<file path="config.mk">
export PLATFORM = sky130hd
export DESIGN_NAME = adc_ctrl_if
export DESIGN_NICKNAME = d
export VERILOG_FILES = /design/src/rtl/adcif_pkg.sv /design/src/rtl/adcif_ctrl_reg.sv /design/src/rtl/adcif_in_mux.sv /design/src/rtl/adcif_conv_seq.sv /design/src/rtl/adc_ctrl_if.sv
export SDC_FILE = /design/constraint.sdc
export NUM_CORES = 1
export LEC_CHECK = 0
export ABC_CLOCK_PERIOD_IN_PS = 2500
export BUFFER_PORTS_ARGS = -buffer_cell sky130_fd_sc_hd__buf_2
export CAP_MARGIN = 10
export CELL_PAD_IN_SITES_DETAIL_PLACEMENT = 0
export CELL_PAD_IN_SITES_GLOBAL_PLACEMENT = 1
export CORE_MARGIN = 5
export CORE_UTILIZATION = 33
export CTS_CLUSTER_SIZE = 20
export DETAILED_ROUTE_END_ITERATION = 8
export PLACE_DENSITY = 0.83
export RECOVER_POWER = 25
export SKIP_LAST_GASP = 1
export SYNTH_ARGS = -nofsm -noshare
export SYNTH_HDL_FRONTEND = slang
export SYNTH_SLANG_ARGS = --single-unit
</file>
<file path="constraint.sdc">
create_clock -name clk -period 2.5 [get_ports clk]
set_input_delay 0.5 -clock clk [delete_from_list [all_inputs] [get_ports clk]]
set_output_delay 0.5 -clock clk [all_outputs]
set_load 0.005 [all_outputs]
</file>
<file path="src/rtl/adcif_pkg.sv">
// Package: shared addresses, control-field positions and sequencer states
// for the multiplexed ADC control interface. Assumes a 16-bit register bus.
package adcif_pkg;
    localparam int           REG_W     = 16;
    localparam int           ADDR_W    = 8;
    localparam int           SEL_W     = 3;
    localparam logic [7:0]   CTRL_ADDR = 8'h66;
    localparam logic [7:0]   DATA_ADDR = 8'h68;
    localparam int           EN_B      = 15;
    localparam int           GO_B      = 7;
    localparam int           SEL_LSB   = 2;
    localparam int           SYNC_B    = 0;
    localparam int           VALID_B   = 15;
    localparam logic [15:0]  CTRL_MASK = 16'h80BF;

    typedef enum logic [1:0] {
        ST_IDLE = 2'd0,
        ST_WAIT = 2'd1,
        ST_BUSY = 2'd2
    } conv_st_e;
endpackage

</file>
<file path="src/rtl/adcif_ctrl_reg.sv">
// Control register with start-edge detection.
// Stores the implemented control bits on every write to the control address.
// Flags a trigger when the written word has enable and start set and the
// stored start bit is 0. Flags an abort when a control write clears enable.
// Assumes bus_wr is a single-cycle strobe per write.
module adcif_ctrl_reg
    import adcif_pkg::*;
(
    input  logic              clk,
    input  logic              rst_n,
    input  logic              bus_wr,
    input  logic [ADDR_W-1:0] bus_addr,
    input  logic [REG_W-1:0]  bus_wdata,
    output logic [REG_W-1:0]  ctrl_q,
    output logic              trig,
    output logic [SEL_W-1:0]  trig_sel,
    output logic              trig_sync,
    output logic              abort
);
    logic ctrl_wr;

    // Decode a write to the control register and derive trigger/abort.
    always_comb begin
        ctrl_wr   = bus_wr && (bus_addr == CTRL_ADDR);
        trig      = ctrl_wr && bus_wdata[EN_B] && bus_wdata[GO_B] && !ctrl_q[GO_B];
        abort     = ctrl_wr && !bus_wdata[EN_B];
        trig_sel  = bus_wdata[SEL_LSB +: SEL_W];
        trig_sync = bus_wdata[SYNC_B];
    end

    // Hold the implemented control bits.
    always_ff @(posedge clk) begin
        if (!rst_n) begin
            ctrl_q <= '0;
        end else if (ctrl_wr) begin
            ctrl_q <= bus_wdata & CTRL_MASK;
        end
    end

    AST_TRIG_STORES_EN_GO: assert property (@(posedge clk) disable iff (!rst_n)
        trig |=> (ctrl_q[EN_B] && ctrl_q[GO_B]));
endmodule

</file>
<file path="src/rtl/adcif_in_mux.sv">
// Input selector: picks one of N_IN sample words by code.
// Codes with no matching input return zero. Purely combinational.
module adcif_in_mux #(
    parameter int N_IN   = 8,
    parameter int SAMP_W = 10,
    parameter int SEL_W  = 3
) (
    input  logic [N_IN*SAMP_W-1:0] samp_in,
    input  logic [SEL_W-1:0]       sel,
    output logic [SAMP_W-1:0]      samp_out
);
    logic [SAMP_W-1:0] words [N_IN];

    for (genvar g = 0; g < N_IN; g++) begin : g_split
        assign words[g] = samp_in[g*SAMP_W +: SAMP_W];
    end

    // Select the addressed word, zero when the code has no input.
    always_comb begin
        samp_out = '0;
        for (int i = 0; i < N_IN; i++) begin
            if (int'(sel) == i) samp_out = words[i];
        end
    end
endmodule

</file>
<file path="src/rtl/adcif_conv_seq.sv">
// Conversion sequencer. From idle, a trigger either samples at once or
// waits for the sync strobe. It then counts LAT cycles, loads the result,
// sets valid and emits a one-cycle done event. An abort returns it to idle.
// Triggers outside idle are ignored. Assumes LAT >= 1.
module adcif_conv_seq
    import adcif_pkg::*;
#(
    parameter int SAMP_W = 10,
    parameter int LAT    = 12
) (
    input  logic              clk,
    input  logic              rst_n,
    input  logic              trig,
    input  logic [SEL_W-1:0]  trig_sel,
    input  logic              trig_sync,
    input  logic              abort,
    input  logic              sync_strobe,
    input  logic [SAMP_W-1:0] samp_word,
    output logic [SEL_W-1:0]  mux_sel,
    output logic [SAMP_W-1:0] res_q,
    output logic              valid_q,
    output logic              done_q
);
    localparam int CNT_W = $clog2(LAT + 1);

    conv_st_e          st;
    logic [CNT_W-1:0]  cnt;
    logic [SEL_W-1:0]  sel_q;
    logic [SAMP_W-1:0] hold_q;

    // Route the selector: the fresh code in idle, the held code otherwise.
    always_comb mux_sel = (st == ST_IDLE) ? trig_sel : sel_q;

    // Sequence one conversion: wait, sample, count, load.
    always_ff @(posedge clk) begin
        if (!rst_n) begin
            st      <= ST_IDLE;
            cnt     <= '0;
            sel_q   <= '0;
            hold_q  <= '0;
            res_q   <= '0;
            valid_q <= 1'b0;
            done_q  <= 1'b0;
        end else begin
            done_q <= 1'b0;
            case (st)
                ST_IDLE: begin
                    if (trig) begin
                        valid_q <= 1'b0;
                        sel_q   <= trig_sel;
                        if (trig_sync) begin
                            st <= ST_WAIT;
                        end else begin
                            hold_q <= samp_word;
                            cnt    <= CNT_W'(LAT);
                            st     <= ST_BUSY;
                        end
                    end
                end
                ST_WAIT: begin
                    if (abort) begin
                        st <= ST_IDLE;
                    end else if (sync_strobe) begin
                        hold_q <= samp_word;
                        cnt    <= CNT_W'(LAT);
                        st     <= ST_BUSY;
                    end
                end
                ST_BUSY: begin
                    if (abort) begin
                        st <= ST_IDLE;
                    end else if (cnt == CNT_W'(1)) begin
                        res_q   <= hold_q;
                        valid_q <= 1'b1;
                        done_q  <= 1'b1;
                        st      <= ST_IDLE;
                    end else begin
                        cnt <= cnt - CNT_W'(1);
                    end
                end
                default: st <= ST_IDLE;
            endcase
        end
    end

    AST_DONE_SINGLE: assert property (@(posedge clk) disable iff (!rst_n)
        done_q |=> !done_q);
    AST_BUSY_STEP: assert property (@(posedge clk) disable iff (!rst_n)
        (st == ST_BUSY && !abort && cnt != CNT_W'(1)) |=> (st == ST_BUSY && cnt == $past(cnt) - CNT_W'(1)));
    AST_TRIG_DROPS_VALID: assert property (@(posedge clk) disable iff (!rst_n)
        (st == ST_IDLE && trig) |=> !valid_q);
    AST_RES_ONLY_ON_DONE: assert property (@(posedge clk) disable iff (!rst_n)
        !done_q |-> $stable(res_q));
    AST_WAIT_HOLDS: assert property (@(posedge clk) disable iff (!rst_n)
        (st == ST_WAIT && !sync_strobe && !abort) |=> (st == ST_WAIT));
    AST_BUSY_IGNORES_TRIG: assert property (@(posedge clk) disable iff (!rst_n)
        (st == ST_BUSY && trig && cnt != CNT_W'(1)) |=> (st == ST_BUSY));
    AST_ABORT_IDLE: assert property (@(posedge clk) disable iff (!rst_n)
        (st != ST_IDLE && abort) |=> (st == ST_IDLE && !done_q));
endmodule

</file>
<file path="src/rtl/adc_ctrl_if.sv">
// Top of the multiplexed ADC control interface: control register, input
// selector, conversion sequencer and the read-data multiplexer.
// Assumes N_IN <= 8 (three-bit selector) and SAMP_W <= 15.
module adc_ctrl_if
    import adcif_pkg::*;
#(
    parameter int N_IN   = 8,
    parameter int SAMP_W = 10,
    parameter int LAT    = 12
) (
    input  logic                   clk,
    input  logic                   rst_n,
    input  logic                   bus_wr,
    input  logic [7:0]             bus_addr,
    input  logic [15:0]            bus_wdata,
    output logic [15:0]            bus_rdata,
    input  logic [N_IN*SAMP_W-1:0] samp_in,
    input  logic                   sync_strobe,
    output logic                   conv_done
);
    logic [REG_W-1:0]  ctrl_q;
    logic              trig;
    logic [SEL_W-1:0]  trig_sel;
    logic              trig_sync;
    logic              abort;
    logic [SEL_W-1:0]  mux_sel;
    logic [SAMP_W-1:0] samp_word;
    logic [SAMP_W-1:0] res_q;
    logic              valid_q;

    adcif_ctrl_reg u_ctrl (
        .clk       (clk),
        .rst_n     (rst_n),
        .bus_wr    (bus_wr),
        .bus_addr  (bus_addr),
        .bus_wdata (bus_wdata),
        .ctrl_q    (ctrl_q),
        .trig      (trig),
        .trig_sel  (trig_sel),
        .trig_sync (trig_sync),
        .abort     (abort)
    );

    adcif_in_mux #(.N_IN(N_IN), .SAMP_W(SAMP_W), .SEL_W(SEL_W)) u_mux (
        .samp_in  (samp_in),
        .sel      (mux_sel),
        .samp_out (samp_word)
    );

    adcif_conv_seq #(.SAMP_W(SAMP_W), .LAT(LAT)) u_seq (
        .clk         (clk),
        .rst_n       (rst_n),
        .trig        (trig),
        .trig_sel    (trig_sel),
        .trig_sync   (trig_sync),
        .abort       (abort),
        .sync_strobe (sync_strobe),
        .samp_word   (samp_word),
        .mux_sel     (mux_sel),
        .res_q       (res_q),
        .valid_q     (valid_q),
        .done_q      (conv_done)
    );

    // Return the addressed register; unknown addresses read zero.
    always_comb begin
        bus_rdata = '0;
        if (bus_addr == CTRL_ADDR) begin
            bus_rdata = ctrl_q;
        end else if (bus_addr == DATA_ADDR) begin
            bus_rdata[SAMP_W-1:0] = res_q;
            bus_rdata[VALID_B]    = valid_q;
        end
    end

    AST_DONE_SETS_VALID: assert property (@(posedge clk) disable iff (!rst_n)
        conv_done |-> bus_rdata[VALID_B] || bus_addr != DATA_ADDR);
endmodule

</file>
==> results.md <==
- Sequential share of the synthesized area: 29.13%
- Logic gate share of total power: 18.5%
- Yosys top cell area share: 29.13%
- PwrDens: 377.0 mW/mm^2
- Resized cells post-CTS: 0
- Final hold vios: 0
- Gr ovfl total: 0
- Detailed placement HPWL: 6.813 mm
- Post-synth EDFFs: 0
- Max transition margin: 49.59%
- Layout cells sized above 1: 33.94%
- Placed cell area: 0.003376 sq mm
- R2R Setup Slk: 0.37 ns
- Hold Path Class: in2reg
- H-Tree Level Count: 2
- Initial DRC count: 129
- Register clock-pin slew on the reported worst setup and hold paths: 0.08 ns
- First-pass GRT wire length: 13.81 mm
- Clk sink count: 39
- FP Rows: 32
- Worst-Skew Late Latency: 0.30 ns
- Worst slew pin tran: 0.7561 ns
- Syn. warnings: 0
- Commonest cells in the netlist: dfxtp_1 (39), nand2_1 (38), a21oi_1 (29)
- Worst-path fanout max: 11
- Clock Path Buffers: 2
- Outcome: finished, final reports clean
- Leading area contributor after synthesis: dfxtp_1
- Num CTS Buffers: 5
- CTS tree: done
- Final Cell Area: 0.003453 sq mm
- Core Area: 0.007807 sq mm
- Post-synthesis register bit count: 39
- Chip width: 100.1 um
- Die Y-Extent: 100.1 um
- Final ANT Viol Nets: 0
- Crit Path Class: in2out
- RSZ-0062 raised after global routing: false
- Vias in the first global route: 2854
- Post-route minimum period: 2.248 ns
- CTS Hold Bufs: 0
- Internal power: 941.2 uW
- Post-layout nets: 551
- DR vias: 2880
- Wirelength per Cell: 15.67 um
- Largest cells by area after synthesis: dfxtp_1 (29%), mux2i_1 (7.5%), nor2b_1 (5.6%)
- P_leak: 0.001467 uW
- Worst Slack Setup Final: 0.2515 ns
- Main synth FF type: dfxtp_1
- Number of max-cap violations: 0
- Die ar.: 0.01002 sq mm
- DR pass1 iterations: 4
- Reg power frac: 47.7%
- Average size of a mapped cell: 8.171 sq um
- Clock power frac: 33.8%
- Worst setup EP type: primary output
- Post-CTS setup repair buffer count: 0
- Fin. max-slew vios: 0
- FMAX: 0.4447 GHz
- Final GP Congestion: 0.9075
- Mapped cell area: 0.002680 sq mm
- Largest net degree at the start of global routing: 41
- Maximum VDD drop: 195.4 uV
- Vias/cell: 5.294
- Placement Setup Slack: 0.1951 ns
- # DRC: 0
- Layout fillers: 809
- Total Routed Length: 8.526 mm
- Sw frac: 27.70%
- Setup violations, final: 0
- Initial core utilization: 34.33%
- Area grow syn2layout: 28.85%
- Async SR Flop Fraction: 0%
- Count leader, synth: dfxtp_1
- GRT Total Usage: 16.86%
- Startpoint types: input port
- Sw power: 360.6 uW
- Netlist cell types: 66
- Period utilization: 89.94%
- Final clock skew: 0.007823 ns
- Critical Path AT: 1.75 ns
- Inserted Diodes: 0
- Syn Inst Count: 328
- Initial antenna violation count: 0
- Root buf cell: clkbuf_8
- Buffers on Ports: 111
- WP data required: 2.00 ns
- Final core utilization: 44.23%
- Final TNS setup: 0 ns
- Io pins: 125
[per-layer routing]
metal,routed length (um),vias up,part of all wire (%),global-route usage (%)
met5,0,-,0,0
met4,116,0,1.4,4.974
met3,670,7,7.9,3.614
met2,3826,108,45,27.01
met1,3913,1331,46,22.75
li1,-,1434,-,-
[state kept, by name, indices dropped and copies added, names as in the netlist]
name and cells:
u_seq.hold_q 10, u_seq.res_q 10, u_ctrl.ctrl_q 8, u_seq.cnt 4
u_seq.sel_q 3, u_seq.st 2, u_seq.done_q 1, u_seq.valid_q 1
[worst max-delay path, cell delays in order]
cell	delay, ns
buf_2	0.11
nor4b_1	0.28
nand2_1	0.10
nor4b_2	0.24
buf_4	0.22
a22o_1	0.18
buf_2	0.12
[final timing paths]
| kind | start | endpoint | depth (start not counted) |
|---|---|---|---|
| worst max register to register | u_seq.cnt[0] | u_seq.res_q[1] | 7 |
| worst min register to register | u_ctrl.ctrl_q[5] | u_ctrl.ctrl_q[5] | 2 |
| worst max-delay path | bus_addr[0] | bus_rdata[4] | 7 |
| worst min-delay path | bus_wdata[5] | u_ctrl.ctrl_q[5] | 3 |
[placed cells by master, fill, tap and decap left out, types with 3 or more instances in the layout]
cell type	count
nor2b_1	24
a31oi_1	3
buf_2	109
buf_4	13
and2_1	5
nand3b_1	3
o22ai_1	3
mux2i_1	20
clkbuf_8	5
a21oi_1	29
nor4b_1	3
nand2_1	38
a21boi_0	3
inv_1	5
dfxtp_1	39
a221o_1	6
conb_1	5
o221ai_1	8
clkbuf_1	4
nand3_1	4
a22o_1	8
nor2_1	20
o21ai_0	27
[kinds of logic (layout without fill, tap and decap cells)]
logic type                 Yosys count  after routing  synth area share (%)
xor gates and xnor gates             2              2                0.6537
buffers and inverters               29            139                 5.229
adders and majority gates            2              2                0.9336
muxes                               24             24                 9.430
DFF                                 39             39                 29.13
other                                1              5                0.1399
and+or+nand+nor                    120            120                 25.63
AOI/OAI and AO/OA                  111            111                 28.85
[area by class of cell]
| class | instances | area (sq um) | share of cell area, % |
|---|---|---|---|
| sequential | 39 | 780.7 | 22.61 |
| tap | 102 | 127.6 | 3.696 |
| timing repair buffer | 126 | 658.1 | 19.06 |
| inverter | 5 | 18.77 | 0.5435 |
| clock buffer | 5 | 68.82 | 1.993 |
| multi-input combinational | 264 | 1775 | 51.41 |
| clock inverter | 3 | 23.77 | 0.6884 |
[power by group through the flow]
stage          registers (uW)  clock network [uW]  logic (uW)
2_1_floorplan             636                   0         122
3_3_place_gp              636                   0         237
3_5_place_dp              636                   0         239
4_1_cts                   621                 458         241
5_1_grt                   621                 492         265
6_report                  621                 441         240
[stage by stage]
step	hold slack, ns	instances	total power [uW]
after floorplan	0.4431	332	757.5
after detailed placement	0.4688	536	874.8
after global routing	0.4794	544	1378
after CTS	0.4532	544	1320
final	0.4665	544	1302
after global placement	0.4627	536	872.9
(Power assumes the default switching activity.)
